`src/rtl/uart_irq_pkg.sv`:
```
package uart_irq_pkg;

  localparam logic [3:0] ID_NONE = 4'h1;
  localparam logic [3:0] ID_LINE = 4'h6;
  localparam logic [3:0] ID_TMO  = 4'hC;
  localparam logic [3:0] ID_RDA  = 4'h4;
  localparam logic [3:0] ID_THR  = 4'h2;
  localparam logic [3:0] ID_MDM  = 4'h0;

  typedef struct packed {
    logic line;
    logic tmo;
    logic rda;
    logic thr;
    logic mdm;
  } src_t;

  function automatic logic [3:0] pick_id(src_t s);
    logic [3:0] id;
    if (s.line)      id = ID_LINE;
    else if (s.tmo)  id = ID_TMO;
    else if (s.rda)  id = ID_RDA;
    else if (s.thr)  id = ID_THR;
    else if (s.mdm)  id = ID_MDM;
    else             id = ID_NONE;
    return id;
  endfunction

  function automatic logic rda_ready(logic en, logic dr, logic fe,
                                     logic [7:0] cnt, logic [7:0] lvl);
    return en && dr && (!fe || (cnt >= lvl));
  endfunction

endpackage

```
`src/rtl/uart_irq_sticky.sv`:
```
module uart_irq_sticky #(
  parameter int W = 4
) (
  input  logic         clk,
  input  logic         rst_n,
  input  logic [W-1:0] set,
  input  logic         clr,
  output logic [W-1:0] q
);
  logic [W-1:0] q_n;

  always_comb begin
    q_n = clr ? '0 : q;
    q_n = q_n | set;
  end

  always_ff @(posedge clk) begin
    if (!rst_n) q <= '0;
    else        q <= q_n;
  end
endmodule

```
`src/rtl/uart_irq_thre_track.sv`:
```
module uart_irq_thre_track (
  input  logic clk,
  input  logic rst_n,
  input  logic ier_wr,
  input  logic ier_thr_new,
  input  logic ier_thr_cur,
  input  logic iir_rd,
  input  logic id_is_thr,
  input  logic thr_wr,
  input  logic tx_drain,
  output logic thre,
  output logic pend,
  output logic arm_evt,
  output logic off_evt,
  output logic ack_evt
);
  logic thre_n, pend_n, drain_evt;

  assign arm_evt   = ier_wr && ier_thr_new && !ier_thr_cur && thre;
  assign off_evt   = ier_wr && !ier_thr_new;
  assign ack_evt   = iir_rd && id_is_thr;
  assign drain_evt = tx_drain && ier_thr_cur;

  always_comb begin
    thre_n = thre;
    if (tx_drain) thre_n = 1'b1;
    if (thr_wr)   thre_n = 1'b0;
    pend_n = pend;
    if (drain_evt) pend_n = 1'b1;
    if (ack_evt)   pend_n = 1'b0;
    if (thr_wr)    pend_n = 1'b0;
    if (arm_evt)   pend_n = 1'b1;
    if (off_evt)   pend_n = 1'b0;
  end

  always_ff @(posedge clk) begin
    if (!rst_n) begin
      thre <= 1'b1;
      pend <= 1'b0;
    end else begin
      thre <= thre_n;
      pend <= pend_n;
    end
  end
endmodule

```
`src/rtl/uart_irq_prio.sv`:
```
module uart_irq_prio
  import uart_irq_pkg::*;
#(
  parameter int CNT_W = 5
) (
  input  logic [3:0]       ier,
  input  logic [3:0]       lsr_err,
  input  logic             rx_timeout,
  input  logic             data_ready,
  input  logic             fifo_en,
  input  logic [CNT_W-1:0] rx_count,
  input  logic [CNT_W-1:0] rx_level,
  input  logic             thr_pend,
  input  logic [3:0]       modem_delta,
  output src_t             src,
  output logic [7:0]       iir,
  output logic             irq
);
  logic [3:0] id;
  logic [7:0] cnt8, lvl8;

  assign cnt8 = 8'(rx_count);
  assign lvl8 = 8'(rx_level);

  always_comb begin
    src.line = ier[2] && (|lsr_err);
    src.tmo  = ier[0] && rx_timeout;
    src.rda  = rda_ready(ier[0], data_ready, fifo_en, cnt8, lvl8);
    src.thr  = ier[1] && thr_pend;
    src.mdm  = ier[3] && (|modem_delta);
    id       = pick_id(src);
    iir      = {{2{fifo_en}}, 2'b00, id};
    irq      = (id != ID_NONE);
  end
endmodule

```
`src/rtl/uart_irq_ident.sv`:
```
module uart_irq_ident
  import uart_irq_pkg::*;
#(
  parameter int FIFO_DEPTH = 16,
  localparam int CNT_W = $clog2(FIFO_DEPTH + 1)
) (
  input  logic             clk,
  input  logic             rst_n,
  input  logic             ier_wr,
  input  logic [3:0]       ier_wdata,
  input  logic             iir_rd,
  input  logic             thr_wr,
  input  logic             tx_drain,
  input  logic             lsr_rd,
  input  logic             msr_rd,
  input  logic             ovr_set,
  input  logic             brk_set,
  input  logic             par_err,
  input  logic             frm_err,
  input  logic             data_ready,
  input  logic             rx_timeout,
  input  logic             fifo_en,
  input  logic [CNT_W-1:0] rx_count,
  input  logic [CNT_W-1:0] rx_level,
  input  logic [3:0]       msr_set,
  output logic [7:0]       iir,
  output logic             irq,
  output logic [3:0]       lsr_err,
  output logic [3:0]       modem_delta,
  output logic             thr_empty
);
  logic [3:0] ier_q;
  logic [1:0] ob_q;
  logic       pend, arm_evt, off_evt, ack_evt;
  src_t       src;

  always_ff @(posedge clk) begin
    if (!rst_n)      ier_q <= 4'h0;
    else if (ier_wr) ier_q <= ier_wdata;
  end

  uart_irq_sticky #(.W(2)) u_ovr_brk (
    .clk(clk), .rst_n(rst_n), .set({brk_set, ovr_set}), .clr(lsr_rd), .q(ob_q)
  );

  uart_irq_sticky #(.W(4)) u_mdelta (
    .clk(clk), .rst_n(rst_n), .set(msr_set), .clr(msr_rd), .q(modem_delta)
  );

  assign lsr_err = {ob_q[1], frm_err, par_err, ob_q[0]};

  uart_irq_thre_track u_thre (
    .clk(clk), .rst_n(rst_n), .ier_wr(ier_wr), .ier_thr_new(ier_wdata[1]),
    .ier_thr_cur(ier_q[1]), .iir_rd(iir_rd), .id_is_thr(iir[3:0] == ID_THR),
    .thr_wr(thr_wr), .tx_drain(tx_drain), .thre(thr_empty), .pend(pend),
    .arm_evt(arm_evt), .off_evt(off_evt), .ack_evt(ack_evt)
  );

  uart_irq_prio #(.CNT_W(CNT_W)) u_prio (
    .ier(ier_q), .lsr_err(lsr_err), .rx_timeout(rx_timeout),
    .data_ready(data_ready), .fifo_en(fifo_en), .rx_count(rx_count),
    .rx_level(rx_level), .thr_pend(pend), .modem_delta(modem_delta),
    .src(src), .iir(iir), .irq(irq)
  );

  AST_LINE_FIRST: assert property (@(posedge clk) disable iff (!rst_n)
    (ier_q[2] && (|lsr_err)) |-> (iir[3:0] == ID_LINE));
  AST_IDLE_QUIET: assert property (@(posedge clk) disable iff (!rst_n)
    (iir[3:0] == ID_NONE) |-> !irq);
  AST_FIFO_BITS: assert property (@(posedge clk) disable iff (!rst_n)
    iir[7:4] == {fifo_en, fifo_en, 2'b00});
  AST_ACK_CLEARS: assert property (@(posedge clk) disable iff (!rst_n)
    (iir_rd && iir[3:0] == ID_THR && !ier_wr) |=> !pend);
  AST_IER_OFF: assert property (@(posedge clk) disable iff (!rst_n)
    (ier_wr && !ier_wdata[1]) |=> (!pend && iir[3:0] != ID_THR));
  AST_THR_WRITE: assert property (@(posedge clk) disable iff (!rst_n)
    (thr_wr && !ier_wr) |=> (!thr_empty && !pend));
  AST_LSR_CLEAR: assert property (@(posedge clk) disable iff (!rst_n)
    (lsr_rd && !ovr_set && !brk_set) |=> (!lsr_err[0] && !lsr_err[3]));
  AST_MSR_CLEAR: assert property (@(posedge clk) disable iff (!rst_n)
    (msr_rd && msr_set == 4'h0) |=> (modem_delta == 4'h0));
endmodule

```
`config.mk`:
```
export PLATFORM = sky130hd
export DESIGN_NAME = uart_irq_ident
export DESIGN_NICKNAME = d
export VERILOG_FILES = /design/src/rtl/uart_irq_pkg.sv /design/src/rtl/uart_irq_sticky.sv /design/src/rtl/uart_irq_thre_track.sv /design/src/rtl/uart_irq_prio.sv /design/src/rtl/uart_irq_ident.sv
export SDC_FILE = /design/constraint.sdc
export NUM_CORES = 1
export LEC_CHECK = 0
export CORE_UTILIZATION = 34
export CTS_BUF_LIST = sky130_fd_sc_hd__clkbuf_16
export CTS_CLUSTER_DIAMETER = 200
export CTS_CLUSTER_SIZE = 14
export DETAILED_ROUTE_END_ITERATION = 16
export GPL_TIMING_DRIVEN = 1
export PLACE_DENSITY = 0.79
export SKIP_LAST_GASP = 1
export SYNTH_ARGS = -nofsm -noshare
export SYNTH_HDL_FRONTEND = slang
export SYNTH_SLANG_ARGS = --single-unit
```
`constraint.sdc`:
```
create_clock -name clk -period 2.8 [get_ports clk]
set_input_delay 0.84 -clock clk [delete_from_list [all_inputs] [get_ports clk]]
set_output_delay 0.84 -clock clk [all_outputs]
set_load 0.02 [all_outputs]
```
After elaboration in Yosys (flattened, before gate mapping)
Index checks and enable logic that the tools add are counted.

Order comparisons: 1. Equal/unequal tests: 2. Mux-type cells: 13. Bitwise gates (word level): 3. Reductions and logical operators: 21.

Operator list (number): 2-to-1 mux 4 bit (5); logical AND 1 bit (12); OR reduction 4 bit (2); 2-to-1 mux 1 bit (7); greater-or-equal comparator 5 bit (1); == test 4 x 2 -> 1 bit, second input constant (1); != test 4 x 1 -> 1 bit, second input constant (1); bitwise OR 4 bit (1); nonzero test 4 bit (1); logical NOT 1 bit (3); 2-to-1 mux 2 bit (1); bitwise OR 2 bit (1); nonzero test 2 bit (1); OR reduction 2 bit (1); logical OR 1 bit (1); NOT 1 bit (1).

Register bits after elaboration: 12. Input bits: 33. Output and inout bits: 18. Word-level logic and storage cells: 45.

Depth between registers and ports, before layout
Word-level depth: 12. Mapped depth: 6. Depth with buffers taken out: 6.

By module
From an unflattened synthesis, not the netlist that was laid out.

Cells, all modules: 84. Area, all modules: 769.5 um^2.

By module, submodules not included: uart_irq_prio (instances 1, cells each 39, area each 276.5 um^2); uart_irq_ident (instances 1, cells each 16, area each 180.2 um^2); uart_irq_sticky (u_mdelta) (instances 1, cells each 12, area each 135.1 um^2); uart_irq_thre_track (instances 1, cells each 11, area each 110.1 um^2); uart_irq_sticky (u_ovr_brk) (instances 1, cells each 6, area each 67.6 um^2).

Least setup slack after synthesis
Ideal clock, no wire load.

Path type: in2out. From: in rx_level[4]. To: out iir[0]. Arrival: 1.852 ns. Data required time: 1.960 ns. Setup slack: 0.108 ns. Cell stages on the path: 6. Path buffers: 0. Cells stage by stage: inv_1 ha_1 nand2_1 a31oi_1 a21oi_1 and4_1.

Word-level cells in the longest chain between the ends: 6.

RTL lines: start, declared (RTL line uart_irq_ident.sv:24) `input logic [CNT_W-1:0] rx_level,`; greater-or-equal comparator 5 bit (RTL line uart_irq_pkg.sv:31) `return en && dr && (!fe || (cnt >= lvl));`; logical OR 1 bit (RTL line uart_irq_pkg.sv:31); logical AND 1 bit (RTL line uart_irq_pkg.sv:31); 2-to-1 mux 4 bit (RTL line uart_irq_pkg.sv:22) `else if (s.rda) id = ID_RDA;`; 2-to-1 mux 4 bit (RTL line uart_irq_pkg.sv:21) `else if (s.tmo) id = ID_TMO;`; 2-to-1 mux 4 bit (RTL line uart_irq_pkg.sv:20) `if (s.line) id = ID_LINE;`; end, declared (RTL line uart_irq_ident.sv:26) `output logic [7:0] iir,`.

No other way between the ends.

Final worst setup path
From: in rx_count[1]. To: out irq.

Word-level cells in the longest chain between the ends: 7.

RTL lines: start, declared (RTL line uart_irq_ident.sv:23) `input logic [CNT_W-1:0] rx_count,`; greater-or-equal comparator 5 bit (RTL line uart_irq_pkg.sv:31); logical OR 1 bit (RTL line uart_irq_pkg.sv:31); logical AND 1 bit (RTL line uart_irq_pkg.sv:31); 2-to-1 mux 4 bit (RTL line uart_irq_pkg.sv:22); 2-to-1 mux 4 bit (RTL line uart_irq_pkg.sv:21); 2-to-1 mux 4 bit (RTL line uart_irq_pkg.sv:20); != test 4 x 1 -> 1 bit (RTL line uart_irq_prio.sv:33) `irq = (id != ID_NONE);`; end, declared (RTL line uart_irq_ident.sv:27) `output logic irq,`.

No other way between the ends.

==> key figures <==
Clocking
  • Num CTS Buffers: 3
  • Sinks on the clock net: 12
  • Worst skew pair latency: between 200 and 250 ps
  • H-tree depth: 1
  • CTS root buf: clkbuf_16
  • Clk buf depth: 2
  • TritonCTS clock tree: yes
  • CTS clock-pin slew for the worst setup and hold paths: 40 ps
  • # hold bufs at CTS: 0

Final layout
  • Most frequent cells in the layout: 29 x clkdlybuf4s50_1, 12 x dfxtp_1, 10 x nor2b_1
  • Fin area: approximately 1300 µm²
  • Layout cells sized above 1: 0.297
  • Final Util: 0.677
  • Diode count: 0
  • Final Non-Filler Cells: 155
  • Synthesis-to-layout area growth: 85.7%
  • Most common cell after layout, fill and taps aside: clkdlybuf4s50_1
  • Final #Nets: roughly 170

Status
  • Status: finished, final reports clean

Power
  • P_int: around 0.46 mW
  • Flop pwr share: 0.316
  • Power density over cell area: ~460 nW/µm²
  • Pwr Total: ~0.61 mW
  • Sw Share: 0.242
  • Max VDD drop: between 300 and 400 µV
  • Comb pwr share: 0.275
  • Switch Pwr: ~0.15 mW
  • Clock share of power: 0.408
  • Leak: about 0.57 nW

Critical path
  • Max incr delay on CP: ~280 ps
  • Critical path type: primary input to output pin
  • CP top delay family: buffers and inverters
  • CP arrival: 1920 ps
  • Worst Setup Start Kind: primary input
  • Crit end category: output pin
  • Worst-path maximum fanout: 4
  • Slowest CP cell: ha_4
  • CP Buf/Inv Count: 3
  • Worst-path cell chain: clkdlybuf4s15_1, ha_4, nand3_2, a21o_1, buf_6, nand4_1, buf_4
  • Req. time, crit path: 1960 ps

Logic synthesis
  • Ys Warns: 0
  • Synth cell types: 26
  • Mean area per synthesized cell: just under 9 µm²
  • Synthesized cell area: slightly above 700 µm²
  • Flops & latches, synth: 12
  • Sequential fraction of the synthesis area: 0.336
  • Post-synthesis cell count: 80

Timing
  • Fin worst setup slack: 40.6 ps
  • RSZ-0062 raised after global routing: yes
  • Fin crit share: 0.986
  • # setup viols final: 0
  • Fin. max-slew vios: 0
  • Peak Freq: 362 MHz
  • Hold slack: roughly 530 ps
  • Post-route minimum period: approximately 2800 ps
  • Final Hold Vio Count: 0
  • Clock skew: approximately 0.43 ps
  • Setup TNS: 0 ps

Placed design
  • Placed Cells: approximately 150
  • Gpl congestion: 0.725
  • Pre-CTS WS: -864 ps
  • DP HPWL: 1520 µm
  • Port bufs: 48
  • Placed Area: ~1200 µm²

Routing
  • First-pass DRT Iterations: 4
  • Via count: around 760
  • Drt wl/cell: between 10 and 15 µm
  • Vias per cell: ~4.9
  • Total wire length: 1940 µm
  • DR iter-0 viols: 2
  • DRC Markers: 0
  • Final antenna-violating net count: 0

Global route
  • Global-route wire length before repair: about 2600 µm
  • Initial antenna violation count: 0
  • Overflow after GRT: 0
  • Largest net degree at the start of global routing: 13
  • GRT Util Overall: 0.165
  • Vias in the first global route: 673

Floorplan
  • Num rows: 16
  • Die ar.: around 2300 µm²
  • Io pins: slightly above 50
  • Initial Util: 0.365
  • Die width: about 48 µm
  • Die Y-Extent: roughly 48 µm
  • Core Area: between 1500 and 2000 µm²

Worst hold path
  • Class of the tightest hold or removal check: flop to flop

Run
  • Max cap viols: 0
[worst register-to-register path, stage by stage (launching register included)]
cell     delay (ps)
dfxtp_1         390
nand2_1         110
a31oi_4         160
a21oi_2          60
buf_4           150
buf_4           120
a31oi_1         140
[per-layer routing]
layer	wire, µm	GRT usage	part of all wire	vias to the layer above
li1	-	-	-	372
met3	155	0.0302	0.080	2
met1	747	0.157	0.39	344
met5	0	0	0	-
met4	16	0.0833	0.0083	0
met2	1020	0.330	0.53	39
[synthesized netlist by cell type]
cell type / instances / area (µm²)
nand3_1: 4 / 20.0
or4_4: 1 / 11.3
o22ai_1: 1 / 6.26
inv_1: 6 / 22.5
and4_1: 1 / 8.76
conb_1: 1 / 3.75
clkbuf_1: 2 / 7.51
nand2b_1: 2 / 12.5
o41a_1: 1 / 11.3
a22oi_2: 1 / 12.5
a21o_1: 1 / 7.51
buf_4: 6 / 45.0
nand2_1: 3 / 11.3
nor2_1: 2 / 7.51
o21ai_0: 1 / 5.00
nor2b_1: 10 / 62.6
nand4_1: 2 / 12.5
a41o_1: 1 / 10.0
a31oi_1: 2 / 12.5
o21a_1: 6 / 45.0
mux2i_1: 4 / 40.0
dfxtp_1: 12 / 240
o41ai_2: 1 / 16.3
and3_1: 1 / 6.26
ha_1: 5 / 62.6
a21oi_1: 3 / 15.0
[registers in the layout (all words and copies together), names as in the netlist]
name,count
ier_q,4
u_mdelta.q,4
u_ovr_brk.q,2
u_thre.pend,1
u_thre.thre,1
[area by class of cell]
| cell class | instances | area [µm²] |
|---|---|---|
| multi-input combinational | 55 | 497 |
| sequential | 12 | 240 |
| tap | 27 | 33.8 |
| inverter | 6 | 22.5 |
| clock buffer | 3 | 75.1 |
| fill | 166 | 633 |
| timing repair buffer | 52 | 460 |
[logic make-up (layout without fill, tap and decap cells)]
logic type      count (synthesis)  count (layout)  share of synthesized area
compound gates                 18              18                      0.198
fa+ha+maj                       5               5                     0.0874
buf+inv                        14              61                      0.105
flops                          12              12                      0.336
mux                             4               4                     0.0559
other cells                     1               2                    0.00524
simple gates                   26              26                      0.213
[power groups by stage]
stage                     registers (mW)  logic [mW]  clock network, mW
after global routing               0.195       0.182              0.268
after global placement             0.196       0.154                  0
after CTS                          0.193       0.159              0.258
final                              0.193       0.168              0.250
after floorplan                    0.202      0.0644                  0
after detailed placement           0.196       0.157                  0
[path summary, 6_finish.rpt]
path,startpoint,to,slack (ps),cells after the start
max,rx_count[1],irq,40,7
min,u_thre.thre$_SDFFE_PN1P_,u_thre.thre$_SDFFE_PN1P_,530,2
max reg2reg,ier_q[0]$_SDFFE_PN0P_,u_thre.pend$_SDFFE_PP0P_,1590,6
min reg2reg,u_thre.thre$_SDFFE_PN1P_,u_thre.thre$_SDFFE_PN1P_,530,2
[what timing repair did]
item	4_1_cts	5_1_grt
setup endpoints to repair	9	4
gates resized for setup	64	15
endpoints found under the hold margin	0	0
setup buffers	0	1
pin swaps	15	8
Power figures use the tool's default switching activity.
